<file path="config.mk">
export PLATFORM = sky130hd
export DESIGN_NAME = clk_domain_div
export DESIGN_NICKNAME = d
export VERILOG_FILES = /design/src/rtl/clk_domain_pkg.sv /design/src/rtl/cdom_cfg_regs.sv /design/src/rtl/cdom_src_mux.sv /design/src/rtl/cdom_ratio_div.sv /design/src/rtl/clk_domain_div.sv
export SDC_FILE = /design/constraint.sdc
export NUM_CORES = 1
export LEC_CHECK = 0
export ABC_AREA = 1
export CAP_MARGIN = 10
export CORE_MARGIN = 2
export CORE_UTILIZATION = 38
export CTS_CLUSTER_SIZE = 20
export DETAILED_ROUTE_END_ITERATION = 6
export PLACE_DENSITY = 0.78
export SYNTH_ARGS = -nofsm -noshare
export SYNTH_HDL_FRONTEND = slang
export SYNTH_SLANG_ARGS = --single-unit
</file>
<file path="constraint.sdc">
create_clock -name clk -period 1.5 [get_ports clk]
set_clock_uncertainty 0.2 [all_clocks]
set_input_delay 0.225 -clock clk [delete_from_list [all_inputs] [get_ports clk]]
set_output_delay 0.225 -clock clk [all_outputs]
set_load 0.01 [all_outputs]
</file>
<file path="src/rtl/clk_domain_pkg.sv">
package clk_domain_pkg;
  localparam int CFG_W          = 32;
  localparam int SEL_W          = 3;
  localparam int SEL_LSB        = 0;
  localparam int BUSY_BIT       = 3;
  localparam int WAIT_LSB       = 16;
  localparam int HOLD_LSB       = 20;
  localparam int BYP_BIT        = 24;
  localparam int UPD_BIT        = 25;
  localparam int LAST_SRC       = 4;
  localparam int RESET_SRC      = 1;
  localparam int FIXED_SRC_CODE = 4;

  typedef logic [SEL_W-1:0] src_sel_t;
endpackage

</file>
<file path="src/rtl/cdom_cfg_regs.sv">
module cdom_cfg_regs
  import clk_domain_pkg::*;
#(
  parameter int CNT_W      = 4,
  parameter bit FIXED_PLL3 = 1'b0
) (
  input  logic             clk,
  input  logic             rst,
  input  logic             we,
  input  logic [CFG_W-1:0] wdata,
  input  logic             period_end,
  output logic [CFG_W-1:0] rdata,
  output src_sel_t         act_sel,
  output logic [CNT_W-1:0] act_wait,
  output logic [CNT_W-1:0] act_hold,
  output logic             byp
);
  localparam src_sel_t INIT_SEL = FIXED_PLL3 ? src_sel_t'(FIXED_SRC_CODE)
                                             : src_sel_t'(RESET_SRC);

  src_sel_t         sel_q;
  logic             busy_q;
  logic             upd_q;
  logic [CNT_W-1:0] wait_q;
  logic [CNT_W-1:0] hold_q;
  logic             sel_ok;

  assign sel_ok = !FIXED_PLL3 &&
                  (wdata[SEL_LSB +: SEL_W] <= src_sel_t'(LAST_SRC));

  always_ff @(posedge clk) begin
    if (rst) begin
      sel_q    <= INIT_SEL;
      act_sel  <= INIT_SEL;
      busy_q   <= 1'b0;
      upd_q    <= 1'b0;
      wait_q   <= '0;
      hold_q   <= '0;
      act_wait <= '0;
      act_hold <= '0;
      byp      <= 1'b0;
    end else begin
      // Pending changes land on a period boundary.
      if (period_end) begin
        if (busy_q) begin
          act_sel <= sel_q;
          busy_q  <= 1'b0;
        end
        if (upd_q) begin
          act_wait <= wait_q;
          act_hold <= hold_q;
          upd_q    <= 1'b0;
        end
      end
      // A write in the same cycle wins and stays pending.
      if (we) begin
        byp <= wdata[BYP_BIT];
        if (sel_ok) begin
          sel_q  <= wdata[SEL_LSB +: SEL_W];
          busy_q <= 1'b1;
        end
        if (wdata[UPD_BIT]) begin
          wait_q <= wdata[WAIT_LSB +: CNT_W];
          hold_q <= wdata[HOLD_LSB +: CNT_W];
          upd_q  <= 1'b1;
        end
      end
    end
  end

  always_comb begin
    rdata                     = '0;
    rdata[SEL_LSB +: SEL_W]   = sel_q;
    rdata[BUSY_BIT]           = busy_q;
    rdata[WAIT_LSB +: CNT_W]  = wait_q;
    rdata[HOLD_LSB +: CNT_W]  = hold_q;
    rdata[BYP_BIT]            = byp;
    rdata[UPD_BIT]            = upd_q;
  end
endmodule

</file>
<file path="src/rtl/cdom_src_mux.sv">
module cdom_src_mux
  import clk_domain_pkg::*;
#(
  parameter int NUM_SRC    = 5,
  parameter bit FIXED_PLL3 = 1'b0
) (
  input  logic [NUM_SRC-1:0] src_en,
  input  src_sel_t           sel,
  output logic               tick
);
  generate
    if (FIXED_PLL3) begin : g_fixed
      assign tick = src_en[FIXED_SRC_CODE];
    end else begin : g_sel
      always_comb begin
        tick = 1'b0;
        for (int i = 0; i < NUM_SRC; i++) begin
          if (sel == src_sel_t'(i)) tick = src_en[i];
        end
      end
    end
  endgenerate
endmodule

</file>
<file path="src/rtl/cdom_ratio_div.sv">
module cdom_ratio_div #(
  parameter int CNT_W = 4
) (
  input  logic             clk,
  input  logic             rst,
  input  logic             tick,
  input  logic             byp,
  input  logic [CNT_W-1:0] wait_cnt,
  input  logic [CNT_W-1:0] hold_cnt,
  input  logic             dom_en,
  output logic             period_end,
  output logic             dom_out
);
  logic             phase_hi;
  logic [CNT_W-1:0] cnt;

  assign period_end = tick & (byp | (!phase_hi && cnt == hold_cnt));

  always_ff @(posedge clk) begin
    if (rst) begin
      phase_hi <= 1'b1;
      cnt      <= '0;
      dom_out  <= 1'b0;
    end else begin
      dom_out <= dom_en & (byp ? tick : phase_hi);
      if (tick) begin
        if (byp || period_end) begin
          phase_hi <= 1'b1;
          cnt      <= '0;
        end else if (phase_hi && cnt == wait_cnt) begin
          phase_hi <= 1'b0;
          cnt      <= '0;
        end else begin
          cnt <= cnt + 1'b1;
        end
      end
    end
  end
endmodule

</file>
<file path="src/rtl/clk_domain_div.sv">
module clk_domain_div
  import clk_domain_pkg::*;
#(
  parameter int NUM_SRC    = 5,
  parameter int CNT_W      = 4,
  parameter bit FIXED_PLL3 = 1'b0
) (
  input  logic               clk,
  input  logic               rst,
  input  logic [NUM_SRC-1:0] src_en,
  input  logic               dom_en,
  input  logic               cfg_we,
  input  logic [CFG_W-1:0]   cfg_wdata,
  output logic [CFG_W-1:0]   cfg_rdata,
  output logic               dom_out
);
  src_sel_t         act_sel;
  logic [CNT_W-1:0] act_wait;
  logic [CNT_W-1:0] act_hold;
  logic             byp;
  logic             tick;
  logic             period_end;

  cdom_cfg_regs #(.CNT_W(CNT_W), .FIXED_PLL3(FIXED_PLL3)) u_regs (
    .clk(clk), .rst(rst), .we(cfg_we), .wdata(cfg_wdata),
    .period_end(period_end), .rdata(cfg_rdata), .act_sel(act_sel),
    .act_wait(act_wait), .act_hold(act_hold), .byp(byp)
  );

  cdom_src_mux #(.NUM_SRC(NUM_SRC), .FIXED_PLL3(FIXED_PLL3)) u_mux (
    .src_en(src_en), .sel(act_sel), .tick(tick)
  );

  cdom_ratio_div #(.CNT_W(CNT_W)) u_div (
    .clk(clk), .rst(rst), .tick(tick), .byp(byp), .wait_cnt(act_wait),
    .hold_cnt(act_hold), .dom_en(dom_en), .period_end(period_end),
    .dom_out(dom_out)
  );
endmodule

</file>
==> results.py <==
metrics = {
    "cts": {
        "cts_buffer_depth": 2,
        "cts_root_buf": "clkbuf_8",
        "cts-hold-fix-buffers": 0,
        "worstSkewPairLatency_ns": 0.29,
        "cts_inserted_buffers": 5,
        "htree_levels": 2,
        "clkTransAtPathRegs_ns": 0.06,
        "cts_tree": "built",
        "clock-sinks": 31,
    },
    "finish": {
        "fin_util_pct": 53.4,
        "n_antenna_cell": 0,
        "register_area_um2": 633,
        "final_nets": 332,
        "num-fill-cells": 397,
        "multi_input_area_um2": 892,
        "drive_gt1_share_pct": 28.9,
        "area.growth.synth_to_final_pct": 35.6,
    },
    "global_routing": {
        "grt_pass1_vias": 1333,
        "grt_pass1_wl_um": 5680,
        "grt_max_degree": 24,
        "overflow": 0,
        "antenna_found_initial": 0,
        "grt.total_usage_pct": 14.0,
    },
    "critical_path": {
        "cp.arrival_ns": 1.54,
        "critical_path_class": "primary input to register",
        "critPathCaptureType": "register",
        "reg2reg_slack_ns": 0.02,
        "worstPathMaxFanout": 8,
        "required_ns": 1.53,
        "r2r_end": "u_regs.act_wait[3]",
        "cp-start-kind": "primary input",
        "r2r-start": "u_regs.act_sel[1]",
        "rr_worst_depth": 10,
    },
    "timing": {
        "fin_ws_ns": -0.00427,
        "fin_crit_sh_pct": 100,
        "slew_violations": 0,
        "fin_crit_ns": 1.50,
        "hold_viol": 0,
        "rsz0062_at_grt": "true",
        "whs_ns": 0.269,
        "fmax_mhz": 665,
        "setup_violations": 1,
        "tns_ns": -0.00427,
    },
    "synthesis": {
        "synth_edf_count": 0,
        "synth_top_area_share_pct": 36.2,
        "yosysSeqAreaShare_pct": 36.2,
        "synthFlopType": "dfxtp_1",
        "syn_area_per_cell_um2": 7.27,
        "netlist_instances": 236,
        "syn_area_mm2": 0.00172,
        "ys_async_sr_fraction_pct": 0,
        "yosys_warnings": 0,
        "synth_cell_types": 27,
        "netlist_top_cells_area": "dfxtp_1 (36%), buf_4 (11%), nand2_1 (9.6%)",
        "synth_seq_cells": 31,
        "synth_top_area_cell": "dfxtp_1",
    },
    "route": {
        "drt_iter0_markers": 55,
        "viasPerCell": 4.54,
        "wl_per_cell_um": 11.1,
        "vias": 1558,
        "routed_wl_um": 3800,
        "drc_errors": 0,
        "antenna_left": 0,
        "drt-pass1-iter-count": 4,
    },
    "floorplan": {
        "ios": 74,
        "fp.dieArea_mm2": 0.00507,
        "start_util_pct": 39.4,
        "rows": 24,
        "die_w_um": 71.2,
        "coreArea_mm2": 0.00435,
        "die_height_um": 71.2,
    },
    "flow_run": {
        "max_cap_viol_count": 0,
    },
    "min_path": {
        "min_path_type": "register to register",
        "hold_depth": 2,
        "holdCritStartpoint": "u_regs.hold_q[1]",
        "min_to": "u_regs.hold_q[1]",
    },
    "placed_design": {
        "portBuffers": 36,
        "finalWeightedCongestion": 0.784,
        "dp_hpwl_um": 2620,
    },
    "outcome": {
        "status": "complete, but fails checks",
        "violations": "negative setup slack",
    },
    "power_and_ir_drop": {
        "p_per_area_mw_per_mm2": 962,
        "p_leak_nw": 1.11,
        "vdd_drop_max_mv": 0.673,
    },
}
metrics by stage:
step           power (mW)  worst slack (ns)  instances  instance area [um^2]
3_3_place_gp         1.52            -0.290        331                  2130
5_1_grt              2.36           -0.0719        343                  2330
4_1_cts              2.16           0.00985        339                  2210
6_report             2.24          -0.00427        343                  2330
3_5_place_dp         1.53            -0.351        331                  2130
2_1_floorplan        1.37            0.0991        253                  1780
worst max path at each step:
stage | start | end | slack, ns | cells after the start
finish | src_en[1] | u_regs.act_wait[3] | -0.004 | 11
global route | src_en[1] | u_regs.act_hold[0] | -0.07 | 11
CTS | u_div.cnt[0] | u_div.cnt[3] | 0.01 | 8
detailed placement | src_en[3] | u_regs.act_wait[3] | -0.35 | 11
global placement | src_en[2] | u_regs.act_wait[2] | -0.29 | 11
floorplan | u_div.cnt[0] | u_regs.act_sel[1] | 0.1 | 10
where the power goes:
group	switching (mW)	leakage (nW)	total (mW)	internal, mW
sequential	0.0424	0.258	0.931	0.889
combinational	0.392	0.807	0.670	0.279
clock	0.320	0.0477	0.637	0.317
Yosys cell counts (3+ instances only):
library cell / number
nand3_1: 11
inv_1: 42
nor2_2: 12
nand2_1: 44
nand2_2: 4
nand4_1: 12
buf_4: 24
xnor2_1: 3
a21oi_1: 11
dfxtp_1: 31
o21ai_0: 13
nor2_1: 7
logic make-up after synthesis:
| logic type | count (synthesis) | synth area share, % |
|---|---|---|
| adder cells (fa/ha/maj) | 1 | 0.729 |
| buffers and inverters | 72 | 22.0 |
| other | 1 | 0.219 |
| XOR/XNOR | 4 | 2.04 |
| flip-flops | 31 | 36.2 |
| AND/OR/NAND/NOR | 95 | 28.5 |
| AO/OA/AOI/OAI | 32 | 10.4 |
per-layer routing:
metal  track usage, %  part of all wire, %
met1             17.5                   44
met5                0                    0
met2             22.7                   49
met4             6.29                  1.4
met3             3.56                  5.7
layout by cell type, fill, tap and decap left out, types with 4 or more instances in the layout:
| master | instances |
|---|---|
| nand3_2 | 4 |
| buf_4 | 19 |
| nand3_1 | 8 |
| clkbuf_8 | 5 |
| nand2_2 | 11 |
| dfxtp_1 | 23 |
| nor2_2 | 12 |
| inv_1 | 35 |
| o21ai_0 | 11 |
| clkdlybuf4s50_1 | 21 |
| dlygate4sd2_1 | 15 |
| a21oi_1 | 11 |
| nor2_1 | 6 |
| inv_2 | 8 |
| nand4_1 | 12 |
| dfxtp_2 | 7 |
| conb_1 | 18 |
| nand2_1 | 35 |
| nand2_4 | 5 |
what timing repair did:
item	in CTS	in global routing
gates cloned	0	3
pin swaps	0	19
buffers inserted	0	1
endpoints found under the setup margin	31	18
resized for setup	18	35
area by class of cell:
type	instances	area share, %
well taps	52	2.80
flip-flops and latches	31	27.2
clock buffers	5	2.96
inverters	44	7.21
multi-input cells	153	38.4
repair buffers	55	20.8
clock inverters	3	0.646
critical path: stages:
cell and delay (ns):
clkdlybuf4s50_1 0.47, inv_1 0.04, nand2_1 0.07, nand3_2 0.07, nand2_2 0.09, nand2_4 0.10, nand2_8 0.12, nand3_4 0.12
nand2_1 0.09, inv_1 0.05, nor2_2 0.09
registers in the layout, indices dropped and copies added (netlist names):
register,count
u_regs.byp,1
u_regs.act_hold,4
u_div.phase_hi,1
u_regs.act_wait,4
u_regs.sel_q,3
u_regs.hold_q,4
u_div.dom_out,1
u_regs.busy_q,1
u_div.cnt,4
u_regs.wait_q,4
u_regs.act_sel,3
u_regs.upd_q,1
No activity file was read; power rests on OpenSTA's default activity.
